## src/rtl/clkdiv_wrap_pkg.sv

```systemverilog
package clkdiv_wrap_pkg;

  // Default widths and ratios shared by the divider modules
  localparam int unsigned CODE_W_DEF      = 8;
  localparam int unsigned WRAP_CODES_DEF  = 4;
  localparam int unsigned RESET_RATIO_DEF = 4;
  localparam int unsigned SYNC_STAGES_DEF = 2;

  // Number of high cycles for a period of n cycles (round half up)
  function automatic int unsigned high_cycles(input int unsigned n);
    return (n + 1) / 2;
  endfunction

endpackage

```

## src/rtl/clkdiv_rst_sync.sv

```systemverilog
module clkdiv_rst_sync #(
  parameter int unsigned STAGES = 2
) (
  input  logic clk_i,
  input  logic rst_ni,
  output logic rst_no
);

  logic [STAGES-1:0] sync_q;
  logic [STAGES-1:0] sync_d;

  always_comb begin
    sync_d = {sync_q[STAGES-2:0], 1'b1};
  end

  always_ff @(posedge clk_i or negedge rst_ni) begin
    if (!rst_ni) begin
      sync_q <= '0;
    end else begin
      sync_q <= sync_d;
    end
  end

  assign rst_no = sync_q[STAGES-1];

endmodule

```

## src/rtl/clkdiv_ratio_sel.sv

```systemverilog
module clkdiv_ratio_sel #(
  parameter int unsigned CODE_W      = 8,
  parameter int unsigned WRAP_CODES  = 4,
  parameter int unsigned RESET_RATIO = 4,
  localparam int unsigned RATIO_W    = CODE_W + 1
) (
  input  logic               clk_i,
  input  logic               rst_ni,
  input  logic               load_i,
  input  logic [CODE_W-1:0]  code_i,
  input  logic               wrap_i,
  output logic [RATIO_W-1:0] ratio_o
);

  logic [CODE_W-1:0]  pend_q, pend_d;
  logic               pend_vld_q, pend_vld_d;
  logic [RATIO_W-1:0] ratio_q, ratio_d;
  logic               pend_en, ratio_en;
  logic [CODE_W-1:0]  src_code;
  logic               src_wrapped;
  logic [RATIO_W-1:0] src_ratio;

  // A load in the wrap cycle bypasses the pending register
  assign src_code = load_i ? code_i : pend_q;

  generate
    if (WRAP_CODES > 0) begin : g_wrap
      assign src_wrapped = (src_code < CODE_W'(WRAP_CODES));
    end else begin : g_nowrap
      assign src_wrapped = 1'b0;
    end
  endgenerate

  assign src_ratio = {src_wrapped, src_code};

  always_comb begin
    pend_d     = pend_q;
    pend_vld_d = pend_vld_q;
    ratio_d    = ratio_q;
    pend_en    = 1'b0;
    ratio_en   = 1'b0;
    if (wrap_i) begin
      pend_vld_d = 1'b0;
      ratio_en   = load_i | pend_vld_q;
      ratio_d    = src_ratio;
    end else if (load_i) begin
      pend_en    = 1'b1;
      pend_d     = code_i;
      pend_vld_d = 1'b1;
    end
  end

  always_ff @(posedge clk_i or negedge rst_ni) begin
    if (!rst_ni) begin
      pend_q     <= '0;
      pend_vld_q <= 1'b0;
      ratio_q    <= RATIO_W'(RESET_RATIO);
    end else begin
      pend_vld_q <= pend_vld_d;
      if (pend_en) begin
        pend_q <= pend_d;
      end
      if (ratio_en) begin
        ratio_q <= ratio_d;
      end
    end
  end

  assign ratio_o = ratio_q;

endmodule

```

## src/rtl/clkdiv_phase_cnt.sv

```systemverilog
module clkdiv_phase_cnt #(
  parameter int unsigned RATIO_W = 9
) (
  input  logic               clk_i,
  input  logic               rst_ni,
  input  logic [RATIO_W-1:0] ratio_i,
  output logic [RATIO_W-1:0] cnt_o,
  output logic               wrap_o
);

  logic [RATIO_W-1:0] cnt_q, cnt_d;
  logic               last_cyc;

  assign last_cyc = (cnt_q == (ratio_i - RATIO_W'(1)));

  always_comb begin
    if (last_cyc) begin
      cnt_d = '0;
    end else begin
      cnt_d = cnt_q + RATIO_W'(1);
    end
  end

  always_ff @(posedge clk_i or negedge rst_ni) begin
    if (!rst_ni) begin
      cnt_q <= '0;
    end else begin
      cnt_q <= cnt_d;
    end
  end

  assign cnt_o  = cnt_q;
  assign wrap_o = last_cyc;

endmodule

```

## src/rtl/clkdiv_out_gen.sv

```systemverilog
module clkdiv_out_gen #(
  parameter int unsigned RATIO_W = 9
) (
  input  logic               clk_i,
  input  logic               rst_ni,
  input  logic [RATIO_W-1:0] cnt_i,
  input  logic [RATIO_W-1:0] ratio_i,
  output logic               div_clk_o,
  output logic               pulse_o
);

  logic [RATIO_W:0]   half_sum;
  logic [RATIO_W-1:0] high_len;
  logic               div_q, div_d;
  logic               pulse_q, pulse_d;

  // Round-up half of the ratio: odd ratios get the extra high cycle
  assign half_sum = {1'b0, ratio_i} + (RATIO_W+1)'(1);
  assign high_len = half_sum[RATIO_W:1];

  always_comb begin
    div_d   = (cnt_i < high_len);
    pulse_d = (cnt_i == '0);
  end

  always_ff @(posedge clk_i or negedge rst_ni) begin
    if (!rst_ni) begin
      div_q   <= 1'b0;
      pulse_q <= 1'b0;
    end else begin
      div_q   <= div_d;
      pulse_q <= pulse_d;
    end
  end

  assign div_clk_o = div_q;
  assign pulse_o   = pulse_q;

endmodule

```

## src/rtl/clkdiv_wrap.sv

```systemverilog
module clkdiv_wrap
  import clkdiv_wrap_pkg::*;
#(
  parameter int unsigned CODE_W      = CODE_W_DEF,
  parameter int unsigned WRAP_CODES  = WRAP_CODES_DEF,
  parameter int unsigned RESET_RATIO = RESET_RATIO_DEF,
  parameter int unsigned SYNC_STAGES = SYNC_STAGES_DEF
) (
  input  logic              clk_i,
  input  logic              rst_ni,
  input  logic [CODE_W-1:0] ratio_code_i,
  input  logic              load_i,
  output logic              div_clk_o,
  output logic              period_pulse_o
);

  localparam int unsigned RATIO_W = CODE_W + 1;

  logic               rst_sync_n;
  logic [RATIO_W-1:0] cur_ratio;
  logic [RATIO_W-1:0] phase_cnt;
  logic               period_wrap;

  clkdiv_rst_sync #(
    .STAGES (SYNC_STAGES)
  ) u_rst_sync (
    .clk_i  (clk_i),
    .rst_ni (rst_ni),
    .rst_no (rst_sync_n)
  );

  clkdiv_ratio_sel #(
    .CODE_W      (CODE_W),
    .WRAP_CODES  (WRAP_CODES),
    .RESET_RATIO (RESET_RATIO)
  ) u_ratio_sel (
    .clk_i   (clk_i),
    .rst_ni  (rst_sync_n),
    .load_i  (load_i),
    .code_i  (ratio_code_i),
    .wrap_i  (period_wrap),
    .ratio_o (cur_ratio)
  );

  clkdiv_phase_cnt #(
    .RATIO_W (RATIO_W)
  ) u_phase_cnt (
    .clk_i   (clk_i),
    .rst_ni  (rst_sync_n),
    .ratio_i (cur_ratio),
    .cnt_o   (phase_cnt),
    .wrap_o  (period_wrap)
  );

  clkdiv_out_gen #(
    .RATIO_W (RATIO_W)
  ) u_out_gen (
    .clk_i     (clk_i),
    .rst_ni    (rst_sync_n),
    .cnt_i     (phase_cnt),
    .ratio_i   (cur_ratio),
    .div_clk_o (div_clk_o),
    .pulse_o   (period_pulse_o)
  );

endmodule

```

## config.mk

```make
export PLATFORM = sky130hd
export DESIGN_NAME = clkdiv_wrap
export DESIGN_NICKNAME = d
export VERILOG_FILES = /design/src/rtl/clkdiv_wrap_pkg.sv /design/src/rtl/clkdiv_rst_sync.sv /design/src/rtl/clkdiv_ratio_sel.sv /design/src/rtl/clkdiv_phase_cnt.sv /design/src/rtl/clkdiv_out_gen.sv /design/src/rtl/clkdiv_wrap.sv
export SDC_FILE = /design/constraint.sdc
export NUM_CORES = 1
export LEC_CHECK = 0
export BUFFER_PORTS_ARGS = -buffer_cell sky130_fd_sc_hd__buf_2
export CAP_MARGIN = 15
export CORE_AREA = 2 2 80 82
export CTS_BUF_LIST = sky130_fd_sc_hd__clkbuf_4 sky130_fd_sc_hd__clkbuf_8
export DETAILED_ROUTE_END_ITERATION = 6
export DIE_AREA = 0 0 82 84
export HOLD_SLACK_MARGIN = 0.03
export MAX_ROUTING_LAYER = met4
export PLACE_DENSITY = 0.48
export SETUP_SLACK_MARGIN = 0.02
export SLEW_MARGIN = 20
export SYNTH_ARGS = -nofsm -noshare
export SYNTH_HDL_FRONTEND = slang
export SYNTH_SLANG_ARGS = --single-unit
```

## constraint.sdc

```tcl
create_clock -name clk_i -period 1.1 [get_ports clk_i]
set_input_delay 0 -clock clk_i [delete_from_list [all_inputs] [get_ports clk_i]]
set_output_delay 0 -clock clk_i [all_outputs]
set_load 0.05 [all_outputs]
```

After elaboration in Yosys (flattened, before gate mapping)
Cells that the tools add are included.
Word-level totals
  flip-flop bits (word level): 31
  bits of input ports: 11
  output and inout port bits: 2
  word-level logic and storage cells: 26
Cells by class
  magnitude comparators: 2
  mux-type cells: 7
  reduce and logical (&&, ||, !) cells: 4
  bitwise gates (word level): 2
  equality and inequality tests: 1
  add/subtract/negate cells: 3
Operators with widths (number)
  adder 9 x 1 -> 10 bit (second input constant): 1
  adder 9 x 1 -> 9 bit (second input constant): 1
  equality test 9 bit: 1
  zero test 9 bit: 1
  < comparator 9 bit: 1
  two-way mux 9 bit: 1
  subtractor 9 x 1 -> 9 bit (second input constant): 1
  < comparator 8 x 3 -> 1 bit (second input constant): 1
  two-way mux 8 bit: 1
  two-way mux 1 bit: 5
  AND reduction 2 bit: 2
  nonzero test 2 bit: 1
  inverter 1 bit: 1
  OR 1 bit: 1

Longest topological paths before layout
  word-level depth: 4
  gate-level depth with buffers: 11
  depth with buffers taken out: 10

Cells and area by module
A second synthesis with hierarchy kept.
Unflattened totals
  cell total of the unflattened synthesis: 189
  area total of the unflattened synthesis: 1971.9 µm²
By module, submodules not included
  clkdiv_ratio_sel: instances 1, area each 843.3 µm², cells an instance 66, sequential area each 451.7 µm²
  clkdiv_phase_cnt: instances 1, area each 703.2 µm², cells an instance 75, sequential area each 225.2 µm²
  clkdiv_out_gen: instances 1, area each 371.6 µm², cells an instance 45, sequential area each 50.0 µm²
  clkdiv_rst_sync: instances 1, area each 53.8 µm², cells an instance 3, sequential area each 50.0 µm²

Worst setup path before layout
Ideal clock, no wire load.
  kind: reg2reg
  from: reg u_ratio_sel.ratio_q[0] (netlist: u_ratio_sel.ratio_o[0])
  to: reg u_ratio_sel.ratio_q[5] (netlist: u_ratio_sel.ratio_o[5])
  period minus slack after synthesis: 2.430 ns
  stages on the path, launching flop included: 12
  library setup time: 0.124 ns
  path slack: -1.330 ns
  required time: 0.976 ns
  path buffers: 3
  arrival time: 2.306 ns
  path through: dfrtp_1 buf_2 inv_1 ha_1 nor4b_4 xor2_1 nor4_1 o21ba_1 buf_4 or2_1 buf_4 a211o_1
On the way
  longest elaborated chain between the ends: 4
Ends and longest elaborated chain
  start: declaration: RTL line clkdiv_ratio_sel.sv:17  | logic [RATIO_W-1:0] ratio_q, ratio_d;
  start signal: assignment: RTL line clkdiv_ratio_sel.sv:57  | ratio_q <= RATIO_W'(RESET_RATIO);
  start signal: assignment: RTL line clkdiv_ratio_sel.sv:64  | ratio_q <= ratio_d;
  subtractor 9 x 1 -> 9 bit *: RTL line clkdiv_phase_cnt.sv:14  | assign last_cyc = (cnt_q == (ratio_i - RATIO_W'(1)));
  equality test 9 bit *: RTL line clkdiv_phase_cnt.sv:14
  two-way mux 1 bit: RTL line clkdiv_ratio_sel.sv:42  | if (wrap_i) begin
  AND reduction 2 bit (no line) *
Every way passes the cells marked *; elsewhere a longest branch is shown, timed or not.
A chain may end at the register's enable or synchronous reset.

Worst setup path after layout
  from: reg u_ratio_sel.ratio_q[0] (netlist: u_ratio_sel.ratio_o[0])
  to: reg u_ratio_sel.pend_q[5]
On the way
  longest elaborated chain between the ends: 4
  elaborated cells between the ends (all ways): 5
  those cells by class: add/sub (1); eq/ne (1); mux (1); bitwise (1); reduce/logical (1)
Ends and longest elaborated chain
  subtractor 9 x 1 -> 9 bit *: RTL line clkdiv_phase_cnt.sv:14
  equality test 9 bit *: RTL line clkdiv_phase_cnt.sv:14
  two-way mux 1 bit / inverter 1 bit (equally long branches)
  AND reduction 2 bit (no line) *
  end signal: assignment: RTL line clkdiv_ratio_sel.sv:61  | pend_q <= pend_d;
  end: declaration: RTL line clkdiv_ratio_sel.sv:15  | logic [CODE_W-1:0] pend_q, pend_d;
Marks and branches as above.

==> results.md <==
* Crit-path cells: inv_2 > ha_4 > nor4b_4 > xor2_1 > nor4_2 > o21ba_4 > o21ai_4 > buf_12 > mux2_1
* Die width at 82 um
* Clock buffer depth at 2
* Final Util at 52.1%
* Area occupied by multi-input gates at 1430 um2
* Critical path launch point type: flip-flop
* Final Wtd Congestion at 0.753
* Synth Cell Area at 2120 um2
* # placed instances at 356
* Commonest non-fill, non-tap cells in the layout: buf_4 (59), dfrtp_1 (27), nand2_1 (20)
* Via-to-Cell Ratio at 4.90
* Slew Limit Fails at 0
* CP bufs+invs at 2
* Final period util at 196%
* Vias post-DR at 1883
* Final hold violations at 0
* Most used DFF post-synth: dfrtp_1
* Std-Cell Rows at 29
* Max Clk Rate at 463 MHz
* Synthesis-to-layout area growth at 49.8%
* Global-route usage over all layers at 18.6%
* Routed WL per cell at 14.4 um
* Library cells used by synthesis at 53
* H-Tree Depth at 2
* CP Capture Type: flip-flop
* Critical Path AT at 2.34 ns
* Layout cells sized above 1 at 44.3%
* Post-DP HPWL at 4040 um
* Ys async rst share at 100%
* Worst setup margin at -1.06 ns
* Crit path kind: reg2reg
* Status: finished with violations
* Post-synthesis register bit count at 31
* Largest net degree at the start of global routing at 30
* Initial Util at 34.8%
* Post-Route Skew at 0.00534 ns
* Avg Inst Size Synth at 9.56 um2
* Syn nets at 245
* Pwr Total at 8.87 mW
* I/O Buffers at 12
* First-pass iteration count of the detailed router at 4
* Die area at 6890 um2
* WL final at 5550 um
* # diodes at 0
* Max-Cap Viols at 0
* Number of global-route vias before repair at 2049
* Layout Nets at 329
* Most common cell after layout, fill and taps aside: buf_4
* Final ANT Viol Nets at 0
* Drt drc at 0
* Yosys warnings at 0
* Reg clk slew, reported paths at 0.08 ns
* Total leakage power at 1.47 nW
* Clock sinks at 31
* Endpoints failing setup at 29
* CP max stage cell: dfrtp_1
* HP Class: in2reg
* Die height at 84 um
* First-pass GRT wire length at 9430 um
* Delay-heaviest family, CP: simple AND/OR/NAND/NOR gates
* TritonCTS clock tree: done
* Total I/O pin count at 13
* Clock latency on the worst-skew pair at 0.29 ns
* Grt total ovfl at 0
* Layout Cells excl Fill at 384
* Sequential share of the synthesized area at 36.6%
* Failing checks: setup timing
* Fin crit period at 2.16 ns
* Initial DRC Count at 39
* TritonCTS Buffers at 5
* Initial antenna violation count at 0
* Fillers at 585
* CP max FO at 7
* Clock Tree Root: clkbuf_8
* PwrDens at 2790 nW/um2
* Register area at 781 um2
* Critical Path RT at 1.28 ns
* Pre-CTS WS at -1.21 ns
* Core ar. at 6100 um2
* Cells after Synth at 222
* RSZ-0062 raised after global routing: yes
* Max stage delay on crit path at 0.39 ns
* EDFF count, synth at 0
* VDD IR max at 1.30 mV
[Yosys cell counts, types with 2 or more instances]
| library cell | n | area share, % |
|---|---|---|
| o211ai_1 | 2 | 0.71 |
| o31ai_1 | 5 | 1.8 |
| nor3_1 | 10 | 2.4 |
| mux2_1 | 8 | 4.2 |
| o21ai_0 | 3 | 0.71 |
| or4_1 | 3 | 1.1 |
| xnor2_1 | 10 | 4.1 |
| xor2_1 | 13 | 5.4 |
| dfrtp_1 | 30 | 35 |
| nor2_1 | 17 | 3.0 |
| a211o_1 | 5 | 2.1 |
| nand2_1 | 21 | 3.7 |
| nor4_1 | 3 | 0.88 |
| and2_1 | 3 | 0.88 |
| nand2b_1 | 2 | 0.59 |
| a31oi_1 | 3 | 0.88 |
| o22ai_1 | 3 | 0.88 |
| buf_2 | 6 | 1.4 |
| buf_4 | 5 | 1.8 |
| a21o_1 | 3 | 1.1 |
| and3_1 | 3 | 0.88 |
| a21oi_1 | 2 | 0.47 |
| nand3_1 | 10 | 2.4 |
| inv_1 | 11 | 1.9 |
| nor2b_1 | 2 | 0.59 |
| ha_1 | 12 | 7.1 |
[routing by layer]
layer / vias up / share of wire (%) / track usage (%)
met5: - / 0 / -
met4: 0 / 2.1 / 6.52
met3: 9 / 2.4 / 3.57
met2: 28 / 52 / 31.9
met1: 897 / 43 / 21.2
li1: 949 / - / -
[what timing repair did]
item                       CTS  global route
pin swaps                    5            10
gates cloned                 0             1
buffers inserted             7             2
gates resized for setup     21            24
setup endpoints to repair   29            29
hold buffers                10             0
hold endpoints to repair    10             0
[worst min-delay path: stages]
cell,delay [ns]
buf_2,0.12
nor4_4,0.05
a221oi_2,0.16
[layout make-up]
class                      instances  area share (%)
multi-input combinational        166            44.8
clock inverter                     3           0.748
sequential                        31            24.6
clock buffer                       5            2.17
timing repair buffer              91            23.3
tap                               77            3.03
inverter                          11            1.30
[through the flow]
step	hold WS, ns	area [um2]	setup TNS (ns)
after detailed placement	-0.209	2690	-31.01
final	0.108	3180	-27.62
after CTS	0.0794	3060	-28.36
after floorplan	-0.296	2170	-27.42
after global placement	-0.213	2690	-28.68
after global routing	0.129	3180	-31.37
[flip-flops by register name (all words and copies together) (netlist names)]
register	count
u_ratio_sel.ratio_o	9
u_phase_cnt.cnt_o	9
u_out_gen.pulse_o	1
u_rst_sync.sync_q	2
u_ratio_sel.pend_vld_q	1
u_out_gen.div_clk_o	1
u_ratio_sel.pend_q	8
[cells by family after synthesis]
logic type	synth area share, %
mux	4.72
xor+xnor	10.3
simple gates	21.2
buf+inv	6.01
fa+ha+maj	7.08
compound gates	14.0
other cells	0.177
flops	36.6
[power breakdown]
part / internal (mW) / switching, mW
clock network: 0.452 / 0.508
logic: 3.18 / 2.74
registers: 1.55 / 0.439
total: 5.18 / 3.68
[worst paths after layout]
path / end / cells past startpoint / slack, ns / start
max in group asynchronous: u_rst_sync.sync_q[1] / 3 / 0.43 / rst_ni
worst max register to register: u_ratio_sel.pend_q[5] / 9 / -1.06 / u_ratio_sel.ratio_o[0]
worst max-delay path: u_ratio_sel.pend_q[5] / 9 / -1.06 / u_ratio_sel.ratio_o[0]
worst min register to register: u_ratio_sel.ratio_o[8] / 1 / 0.23 / u_rst_sync.sync_q[1]
worst min-delay path: u_ratio_sel.ratio_o[3] / 3 / 0.11 / ratio_code_i[3]
min in group asynchronous: u_ratio_sel.ratio_o[8] / 1 / 0.23 / u_rst_sync.sync_q[1]
No activity file was read; power rests on OpenSTA's default activity.
